## config.mk

```make
export PLATFORM = sky130hd
export DESIGN_NAME = xbar_crossbar
export DESIGN_NICKNAME = d
export VERILOG_FILES = /design/src/rtl/xbar_pkg.sv /design/src/rtl/xbar_ctrl.sv /design/src/rtl/xbar_alloc.sv /design/src/rtl/xbar_crossbar.sv
export SDC_FILE = /design/constraint.sdc
export NUM_CORES = 1
export LEC_CHECK = 0
export BUFFER_PORTS_ARGS = -buffer_cell sky130_fd_sc_hd__buf_2
export CAP_MARGIN = 20
export CORE_MARGIN = 4
export CORE_UTILIZATION = 34
export DETAILED_ROUTE_END_ITERATION = 6
export SETUP_SLACK_MARGIN = 0.15
export SYNTH_ARGS = -nofsm -noshare
export SYNTH_HDL_FRONTEND = slang
export SYNTH_SLANG_ARGS = --single-unit
```

## constraint.sdc

```tcl
create_clock -name vclk -period 6.4
set_clock_uncertainty 0.1 [all_clocks]
set_input_delay 0.96 -clock vclk [all_inputs]
set_output_delay 0.96 -clock vclk [all_outputs]
set_load 0.05 [all_outputs]
```

## src/rtl/xbar_pkg.sv

```systemverilog
package xbar_pkg;
  localparam int PORT_PINS   = 8;
  localparam int SKIP_PORTS  = 2;
  localparam int NUM_PINS    = SKIP_PORTS * PORT_PINS + 1;
  localparam int NUM_SIGS    = 17;
  localparam int NUM_FIXED   = 4;
  localparam int PCA_MAX     = 3;
  localparam int PCA_CNT_W   = $clog2(PCA_MAX + 1);
  localparam int CODE_W      = $clog2(NUM_SIGS + 1);
  localparam int PIN_W       = $clog2(NUM_PINS);

  // signal indices in priority order (code = index + 1)
  localparam int SIG_TX     = 0;
  localparam int SIG_RX     = 1;
  localparam int SIG_CMPA   = 2;
  localparam int SIG_CMP    = 3;
  localparam int SIG_SCK    = 4;
  localparam int SIG_MISO   = 5;
  localparam int SIG_MOSI   = 6;
  localparam int SIG_NSS    = 7;
  localparam int SIG_SDA    = 8;
  localparam int SIG_SCL    = 9;
  localparam int SIG_SYSCLK = 10;
  localparam int SIG_CEX0   = 11;
  localparam int SIG_ECI    = 14;
  localparam int SIG_T0     = 15;
  localparam int SIG_T1     = 16;

  // fixed location of each of the first NUM_FIXED signals
  function automatic int fixedPin(input int sig);
    case (sig)
      SIG_TX:   return 4;
      SIG_RX:   return 5;
      SIG_CMPA: return PORT_PINS + 4;
      SIG_CMP:  return PORT_PINS + 5;
      default:  return 0;
    endcase
  endfunction

  typedef struct packed {
    logic [NUM_SIGS-1:0] sigReq;   // signal requested
    logic [NUM_PINS-1:0] pinHold;  // pin held by a fixed signal
  } ctrlStrobes_t;
endpackage

```

## src/rtl/xbar_ctrl.sv

```systemverilog
module xbar_ctrl
  import xbar_pkg::*;
(
  input  logic                 uartEn,
  input  logic                 cmpAEn,
  input  logic                 cmpEn,
  input  logic                 spiEn,
  input  logic                 spiFourWire,
  input  logic                 twoWireEn,
  input  logic                 sysclkOutEn,
  input  logic                 pcaEn,
  input  logic [PCA_CNT_W-1:0] pcaChanCount,
  input  logic                 eciEn,
  input  logic                 t0En,
  input  logic                 t1En,
  output ctrlStrobes_t         strobes
);
  logic [NUM_SIGS-1:0] reqVec;
  logic [PCA_MAX-1:0]  cexReq;

  genvar g;
  generate
    for (g = 0; g < PCA_MAX; g++) begin : g_cex
      assign cexReq[g] = pcaEn && (int'(pcaChanCount) > g);
    end
  endgenerate

  always_comb begin
    reqVec = '0;
    reqVec[SIG_TX]     = uartEn;
    reqVec[SIG_RX]     = uartEn;
    reqVec[SIG_CMPA]   = cmpAEn;
    reqVec[SIG_CMP]    = cmpEn;
    reqVec[SIG_SCK]    = spiEn;
    reqVec[SIG_MISO]   = spiEn;
    reqVec[SIG_MOSI]   = spiEn;
    reqVec[SIG_NSS]    = spiEn && spiFourWire;
    reqVec[SIG_SDA]    = twoWireEn;
    reqVec[SIG_SCL]    = twoWireEn;
    reqVec[SIG_SYSCLK] = sysclkOutEn;
    for (int c = 0; c < PCA_MAX; c++) reqVec[SIG_CEX0 + c] = cexReq[c];
    reqVec[SIG_ECI]    = eciEn;
    reqVec[SIG_T0]     = t0En;
    reqVec[SIG_T1]     = t1En;
  end

  always_comb begin
    strobes.sigReq  = reqVec;
    strobes.pinHold = '0;
    for (int k = 0; k < NUM_FIXED; k++)
      if (reqVec[k]) strobes.pinHold[fixedPin(k)] = 1'b1;
  end
endmodule

```

## src/rtl/xbar_alloc.sv

```systemverilog
module xbar_alloc
  import xbar_pkg::*;
(
  input  ctrlStrobes_t                         strobes,
  input  logic [SKIP_PORTS*PORT_PINS-1:0]      skipAll,
  output logic [NUM_PINS-1:0][CODE_W-1:0]      pinSel,
  output logic [NUM_SIGS-1:0][PIN_W-1:0]       sigPin,
  output logic [NUM_SIGS-1:0]                  sigValid,
  output logic [NUM_SIGS-1:0]                  sigMissed
);
  logic [NUM_PINS-1:0] blocked;

  // the last pin has no skip bit
  assign blocked = {1'b0, skipAll} | strobes.pinHold;

  always_comb begin
    logic [NUM_PINS-1:0] used;
    logic found;
    used      = blocked;
    pinSel    = '0;
    sigPin    = '0;
    sigValid  = '0;
    sigMissed = '0;
    found     = 1'b0;
    // fixed-location signals
    for (int k = 0; k < NUM_FIXED; k++) begin
      if (strobes.sigReq[k]) begin
        pinSel[fixedPin(k)] = CODE_W'(k + 1);
        sigPin[k]           = PIN_W'(fixedPin(k));
        sigValid[k]         = 1'b1;
      end
    end
    // priority scan for the rest
    for (int k = NUM_FIXED; k < NUM_SIGS; k++) begin
      found = 1'b0;
      if (strobes.sigReq[k]) begin
        for (int p = 0; p < NUM_PINS; p++) begin
          if (!found && !used[p]) begin
            found       = 1'b1;
            used[p]     = 1'b1;
            pinSel[p]   = CODE_W'(k + 1);
            sigPin[k]   = PIN_W'(p);
            sigValid[k] = 1'b1;
          end
        end
        sigMissed[k] = !found;
      end
    end
  end
endmodule

```

## src/rtl/xbar_crossbar.sv

```systemverilog
module xbar_crossbar
  import xbar_pkg::*;
(
  input  logic                            uartEn,
  input  logic                            cmpAEn,
  input  logic                            cmpEn,
  input  logic                            spiEn,
  input  logic                            spiFourWire,
  input  logic                            twoWireEn,
  input  logic                            sysclkOutEn,
  input  logic                            pcaEn,
  input  logic [PCA_CNT_W-1:0]            pcaChanCount,
  input  logic                            eciEn,
  input  logic                            t0En,
  input  logic                            t1En,
  input  logic [PORT_PINS-1:0]            skipPort0,
  input  logic [PORT_PINS-1:0]            skipPort1,
  output logic [NUM_PINS-1:0][CODE_W-1:0] pinSel,
  output logic [NUM_SIGS-1:0][PIN_W-1:0]  sigPin,
  output logic [NUM_SIGS-1:0]             sigValid,
  output logic [NUM_SIGS-1:0]             sigMissed
);
  ctrlStrobes_t strobes;

  xbar_ctrl ctrl_i (
    .uartEn(uartEn), .cmpAEn(cmpAEn), .cmpEn(cmpEn), .spiEn(spiEn),
    .spiFourWire(spiFourWire), .twoWireEn(twoWireEn),
    .sysclkOutEn(sysclkOutEn), .pcaEn(pcaEn), .pcaChanCount(pcaChanCount),
    .eciEn(eciEn), .t0En(t0En), .t1En(t1En), .strobes(strobes)
  );

  xbar_alloc alloc_i (
    .strobes(strobes), .skipAll({skipPort1, skipPort0}),
    .pinSel(pinSel), .sigPin(sigPin), .sigValid(sigValid),
    .sigMissed(sigMissed)
  );
endmodule

```

==> results of run 1 <==
-- cell type report --
class / count / share of cell area
antenna: 3 / 0.000330
multi-input combinational: 1565 / 0.548
inverter: 23 / 0.00380
timing repair buffer: 1165 / 0.426
tap: 396 / 0.0218
-- critical path: stages --
cell       delay (ns)
buf_12           0.12
buf_6            0.12
buf_4            0.13
o211a_4          0.17
o21ai_4          0.22
buf_4            0.17
a32oi_4          0.06
a21oi_2          0.24
o211ai_4         0.14
buf_6            0.16
buf_4            0.14
a211oi_4         0.40
a2111oi_4        0.09
buf_4            0.17
o2111ai_4        0.27
a211o_1          0.26
o211ai_4         0.14
maj3_2           0.40
o2111a_1         0.27
a31o_1           0.24
or2_4            0.31
buf_4            0.15
buf_6            0.11
buf_6            0.12
o31ai_4          0.50
buf_6            0.21
nand4_1          0.10
buf_6            0.18
-- metal layers --
layer | part of all wire | up-vias | wire (µm)
li1 | - | 8705 | -
met1 | 0.38 | 9732 | 31400
met2 | 0.43 | 1591 | 35200
met3 | 0.12 | 534 | 9960
met4 | 0.073 | 2 | 6040
met5 | 0.00056 | - | 46
-- cell usage after synthesis (9+ instances only) --
master     number
a211o_1        10
a211oi_1       28
a211oi_2       10
a21boi_0        9
a21o_1         12
a21oi_1       140
a21oi_2         9
a221oi_1        9
a22oi_1        12
a31oi_1        39
a41oi_1        13
and2_1         26
and3_1         19
buf_2          27
buf_4          43
buf_6          13
clkbuf_1       47
inv_1          21
maj3_1         26
nand2_1       199
nand2b_1       18
nand3_1        60
nand4_1        18
nor2_1        248
nor2b_1        11
nor3_1         71
nor4_1         11
o2111ai_1      14
o211ai_1       27
o21a_1         18
o21ai_0       151
o21ai_1        19
o21ai_2        11
o221ai_1       11
o22ai_1        18
o31ai_1        30
or3_1          16
xnor2_1         9
-- worst max-delay path by stage --
| stage | end | cells past startpoint | slack, ns | start |
|---|---|---|---|---|
| after floorplan | sigPin[84] | 20 | -0.55 | skipPort0[2] |
| after global placement | sigPin[83] | 22 | -1.10 | skipPort0[1] |
| after detailed placement | sigPin[82] | 24 | -1.16 | skipPort0[1] |
| after CTS | pinSel[83] | 24 | -0.62 | skipPort0[2] |
| after global routing | pinSel[75] | 27 | -1.31 | skipPort0[2] |
| final | pinSel[78] | 28 | -1.24 | skipPort0[3] |
-- metrics by stage --
step,worst slack [ns],instances
final,-1.24,3152
after global routing,-1.31,3150
after CTS,-0.622,3064
after floorplan,-0.553,1725
after detailed placement,-1.16,2977
after global placement,-1.10,2977
-- what timing repair did --
| item | CTS | global route |
|---|---|---|
| buffers inserted | 81 | 84 |
| gates resized for setup | 497 | 278 |
| pin swaps | 128 | 117 |
| hold endpoints to repair | 0 | 0 |
| endpoints found under the setup margin | 102 | 101 |
| gates cloned | 6 | 1 |
-- cell families (layout without fill, tap and decap cells) --
group	Yosys count	count (layout)	share of synthesized area
buffers and inverters	160	1188	0.0862
xor gates and xnor gates	15	15	0.0125
AOI/OAI and AO/OA	739	739	0.520
muxes	7	7	0.00703
adders and majority gates	34	34	0.0334
other	1	20	0.000357
and+or+nand+nor	753	753	0.340
==> impl_results.md, run 1 <==
- RSZ-0062 raised after global routing: true
- GRT busiest layer: met2
- Nets@finish: 2784
- Initial antenna violation count: 3
- Hold_ws: 2.17 ns
- Max-cap violations: 0
- Worst Hold End: sigPin[15]
- Fin Setup TNS: -46.03 ns
- Max Fanout on Critical Path: 7
- DIE HEIGHT: 184 µm
- Seq Cell Count: 0
- Setup CP Type: primary input to output port
- Area of the multi-input gates: 12500 µm²
- Via Count: 20600
- Warnings, synthesis: 0
- Tightest Pin Transition: 1.22 ns
- HPWL after DPL: 56.9 mm
- Area leader, netlist: nor2_1
- Post-synthesis sequential area ratio: 0
- P&R area growth vs syn: 117%
- Share of layout cells above drive strength 1: 0.595
- Ranking of synthesized cells by area: nor2_1 (8.9%), o21ai_0 (7.2%), nand2_1 (7.1%)
- Syn Inst Count: 1709
- Final max-slew violation count: 0
- Finished Cell Area: 22700 µm²
- Setup crit start kind: primary input
- I/O Buffers: 216
- Mean Syn Cell Area: 6.14 µm²
- Die area: 33800 µm²
- Initial DRC count: 2646
- Post-synth cell types: 116
- Commonest cells after routing, fill and taps aside: buf_4 (825), nor2_1 (197), nand2_1 (168)
- Die X: 184 µm
- Worst Path Arrival: 6.58 ns
- Failing checks: DRC, setup timing
- Fillcell total: 2274
- I/O pin total: 233
- Finished Core Util: 0.745
- Starting density of the core: 0.344
- Leading cell type in the layout, fill and taps excluded: buf_4
- Hold Vio Cnt, Final: 0
- Post-synth top area share: 0.0887
- Remaining routing DRC violations: 18
- Vias in the first global route: 18400
- Remaining Overflow, GRT: 0
- GRT met2 Usage: 0.639
- Worst Hold Depth: 2
- Period Utilization, post-route: 1.19
- Post-route setup slack: -1.24 ns
- Tmin final: 7.64 ns
- Pre-Repair DR Iteration Count: 7
- # setup viols final: 75
- Worst EP required: 5.34 ns
- Cts hold-fix bufs: 0
- Final antenna-violating net count: 0
- Placement Cell Area: 18000 µm²
- Fmax achieved: 131 MHz
- Min-delay worst type: primary input to output port
- Post-DR vias/cell: 6.52
- Final GP Congestion: 1.01
- GR Util All Layers: 0.397
- Site Rows: 64
- HP Start: cmpEn
- Normalized max-slew margin: 0.179
- Global-route wire length before repair: 107 mm
- Clock buffer cells: 0
- Status: finished, violations left
- Register Area: 0 µm²
- Grt met3 use: 0.0716
- Final wirelength: 82.6 mm
- Drt wl/cell: 26.2 µm
- Met1 usage: 0.536
- Area of the core: 30500 µm²
- Post-Synthesis Cell Area: 10500 µm²
- Pin count of the biggest net entering global routing: 30
- Worst Setup End Kind: output port
==> run 2: changes to the inputs <==
--- a/config.mk
+++ b/config.mk
@@ -10,7 +10,6 @@
 export CORE_MARGIN = 4
 export CORE_UTILIZATION = 34
 export DETAILED_ROUTE_END_ITERATION = 6
-export SETUP_SLACK_MARGIN = 0.15
 export SYNTH_ARGS = -nofsm -noshare
 export SYNTH_HDL_FRONTEND = slang
 export SYNTH_SLANG_ARGS = --single-unit
==> constraint.sdc (replaced) <==
create_clock -name vclk -period 6.4
set_clock_uncertainty 0.1 [all_clocks]
set_input_delay 1.28 -clock vclk [all_inputs]
set_output_delay 1.28 -clock vclk [all_outputs]
set_load 0.05 [all_outputs]
==> impl_results.md, run 2 (synthesis results as in run 1) <==
- Final wirelength: 74.7 mm (-9.5%)
- Initial DRC count: 2379 (-10%)
- VDD IR max: 90.7 µV
- HP Start: skipPort1[1]
- Worst Hold End: pinSel[47]
- Site Rows: 64 (unchanged)
- Initial antenna violation count: 0 (-3)
- Tightest Pin Transition: 0.857 ns (-0.367 ns)
- Vias in the first global route: 17400 (-5.4%)
- DIE HEIGHT: 184 µm (unchanged)
- Area of the core: 30500 µm² (unchanged)
- Min-delay worst type: primary input to output port
- Design Power: 3.04 mW
- Final GP Congestion: 1.01 (+0.77%)
- Drt wl/cell: 23.7 µm (-9.5%)
- Max-cap violations: 0 (unchanged)
- Worst Setup End Kind: output port
- Final Non-Filler Cells: 3149 (-0.095%)
- Seq Cell Count: 0 (unchanged)
- Status: finished, violations left
- Leakage: 9.73 nW
- Die area: 33800 µm² (unchanged)
- Leading cell type in the layout, fill and taps excluded: buf_4
- Tmin final: 7.96 ns (+0.318 ns)
- GR Util All Layers: 0.374 (-0.0231)
- Final antenna-violating net count: 0 (unchanged)
- Clock buffer cells: 0 (unchanged)
- Post-DR vias/cell: 6.21 (-4.7%)
- Finished Cell Area: 22700 µm² (about the same)
- RSZ-0062 raised after global routing: true
- Starting density of the core: 0.344 (unchanged)
- Share of layout cells above drive strength 1: 0.598 (+0.00291)
- Pre-Repair DR Iteration Count: 6 (-1)
- Diodes inserted: 0 (-3)
- Worst EP required: 5.02 ns (-0.32 ns)
- Register Area: 0 µm² (unchanged)
- Via Count: 19600 (-4.8%)
- Max Fanout on Critical Path: 8 (+1)
- Die X: 184 µm (unchanged)
- Normalized max-slew margin: 0.423 (+0.244)
- Pin count of the biggest net entering global routing: 31 (+3.3%)
- Commonest cells after routing, fill and taps aside: buf_4 (872), nor2_1 (187), nand2_1 (174)
- Global-route wire length before repair: 101 mm (-5.8%)
- Setup CP Type: primary input to output port
- Post-route setup slack: -1.56 ns (-0.318 ns)
- Hold Vio Cnt, Final: 0 (unchanged)
- Fin Setup TNS: -90.96 ns (-44.93 ns)
- Remaining routing DRC violations: 0 (-18)
- Placement Cell Area: 18600 µm² (+2.9%)
- Worst Path Arrival: 6.58 ns (about the same)
- Pwr Density: 134 nW/µm²
- HPWL after DPL: 56.1 mm (-1.5%)
- I/O Buffers: 216 (unchanged)
- P&R area growth vs syn: 116% (about the same)
- Final max-slew violation count: 0 (unchanged)
- I/O pin total: 233 (unchanged)
- Worst Hold Depth: 3 (+1)
- Nets@finish: 2784 (unchanged)
- # setup viols final: 107 (+43%)
- Setup crit start kind: primary input
- Cts hold-fix bufs: 0 (unchanged)
- Fillcell total: 2323 (+2.2%)
- Failing checks: setup timing
- Remaining Overflow, GRT: 0 (unchanged)
- Placed Instances: 3009 (+1.1%)
- Fmax achieved: 126 MHz (-4.0%)
- Period Utilization, post-route: 1.24 (+0.0497)
run 2: cell types whose count changed in the layout (fill, tap and decap cells not counted), moves of 7 or more:
cell	before	now
buf_6	166	132
buf_4	825	872
clkbuf_16	1	8
nor2_1	197	187
buf_2	114	103
nor2_2	31	41
run 2: worst max path at each step:
stage                      end  slack, ns    startpoint
finish              pinSel[75]      -1.56  skipPort0[0]
global route        pinSel[75]      -1.71  skipPort0[0]
CTS                 sigPin[81]      -1.23  skipPort0[2]
detailed placement  pinSel[83]      -1.81  skipPort0[0]
global placement    pinSel[83]      -1.76  skipPort0[4]
floorplan           sigPin[84]      -1.19  skipPort0[2]
run 2: area by class of cell:
class | instances | area, µm² | area share
Timing Repair Buffer | 1165 | 9650 | 0.425
Tap cell | 396 | 495 | 0.0218
Multi-Input combinational cell | 1565 | 12500 | 0.549
Inverter | 23 | 92.6 | 0.00408
run 2: critical path, stage by stage:
cell       delay [ns]
clkbuf_16        0.14
clkbuf_16        0.16
nor4_4           0.38
o32a_4           0.29
a21oi_1          0.09
o311ai_2         0.45
a211o_1          0.25
o31ai_4          0.12
buf_4            0.16
a21oi_2          0.20
buf_4            0.19
buf_4            0.17
nor2_2           0.08
o21a_1           0.23
a31o_2           0.29
buf_6            0.14
buf_4            0.14
o21ai_4          0.16
o2111ai_2        0.14
buf_4            0.20
buf_4            0.15
and4_1           0.16
mux2_4           0.30
o21ai_2          0.33
nand4b_1         0.17
buf_6            0.19
run 2: per-stage QoR:
step	setup WS [ns]	hold WS, ns	util
after floorplan	-1.19	2.62	-
after global placement	-1.76	2.84	0.608
after detailed placement	-1.81	2.84	0.608
after CTS	-1.23	2.82	0.670
after global routing	-1.71	2.82	0.745
final	-1.56	2.80	0.745
run 2: layer usage:
layer  wire, µm  GRT usage  up-vias
met2      33600      0.612     1200
met1      29800      0.521     9339
met4       4170      0.103        0
met5          0          0        -
li1           -          -     8714
met3       7230     0.0427      318
run 2: timing repair:
| action | 4_1_cts | 5_1_grt |
|---|---|---|
| resized for setup | 336 | 367 |
| cloned | 1 | 8 |
| pin swaps | 97 | 85 |
| endpoints found under the setup margin | 128 | 127 |
| buffers inserted | 61 | 73 |
run 2: power by group:
part | total, mW | internal, mW | leakage [nW] | switching, mW
sequential | 0 | 0 | 0 | 0
combinational | 3.04 | 1.26 | 9.73 | 1.78
clock | 0 | 0 | 0 | 0
total | 3.04 | 1.26 | 9.73 | 1.78
Power figures use the tool's default switching activity.
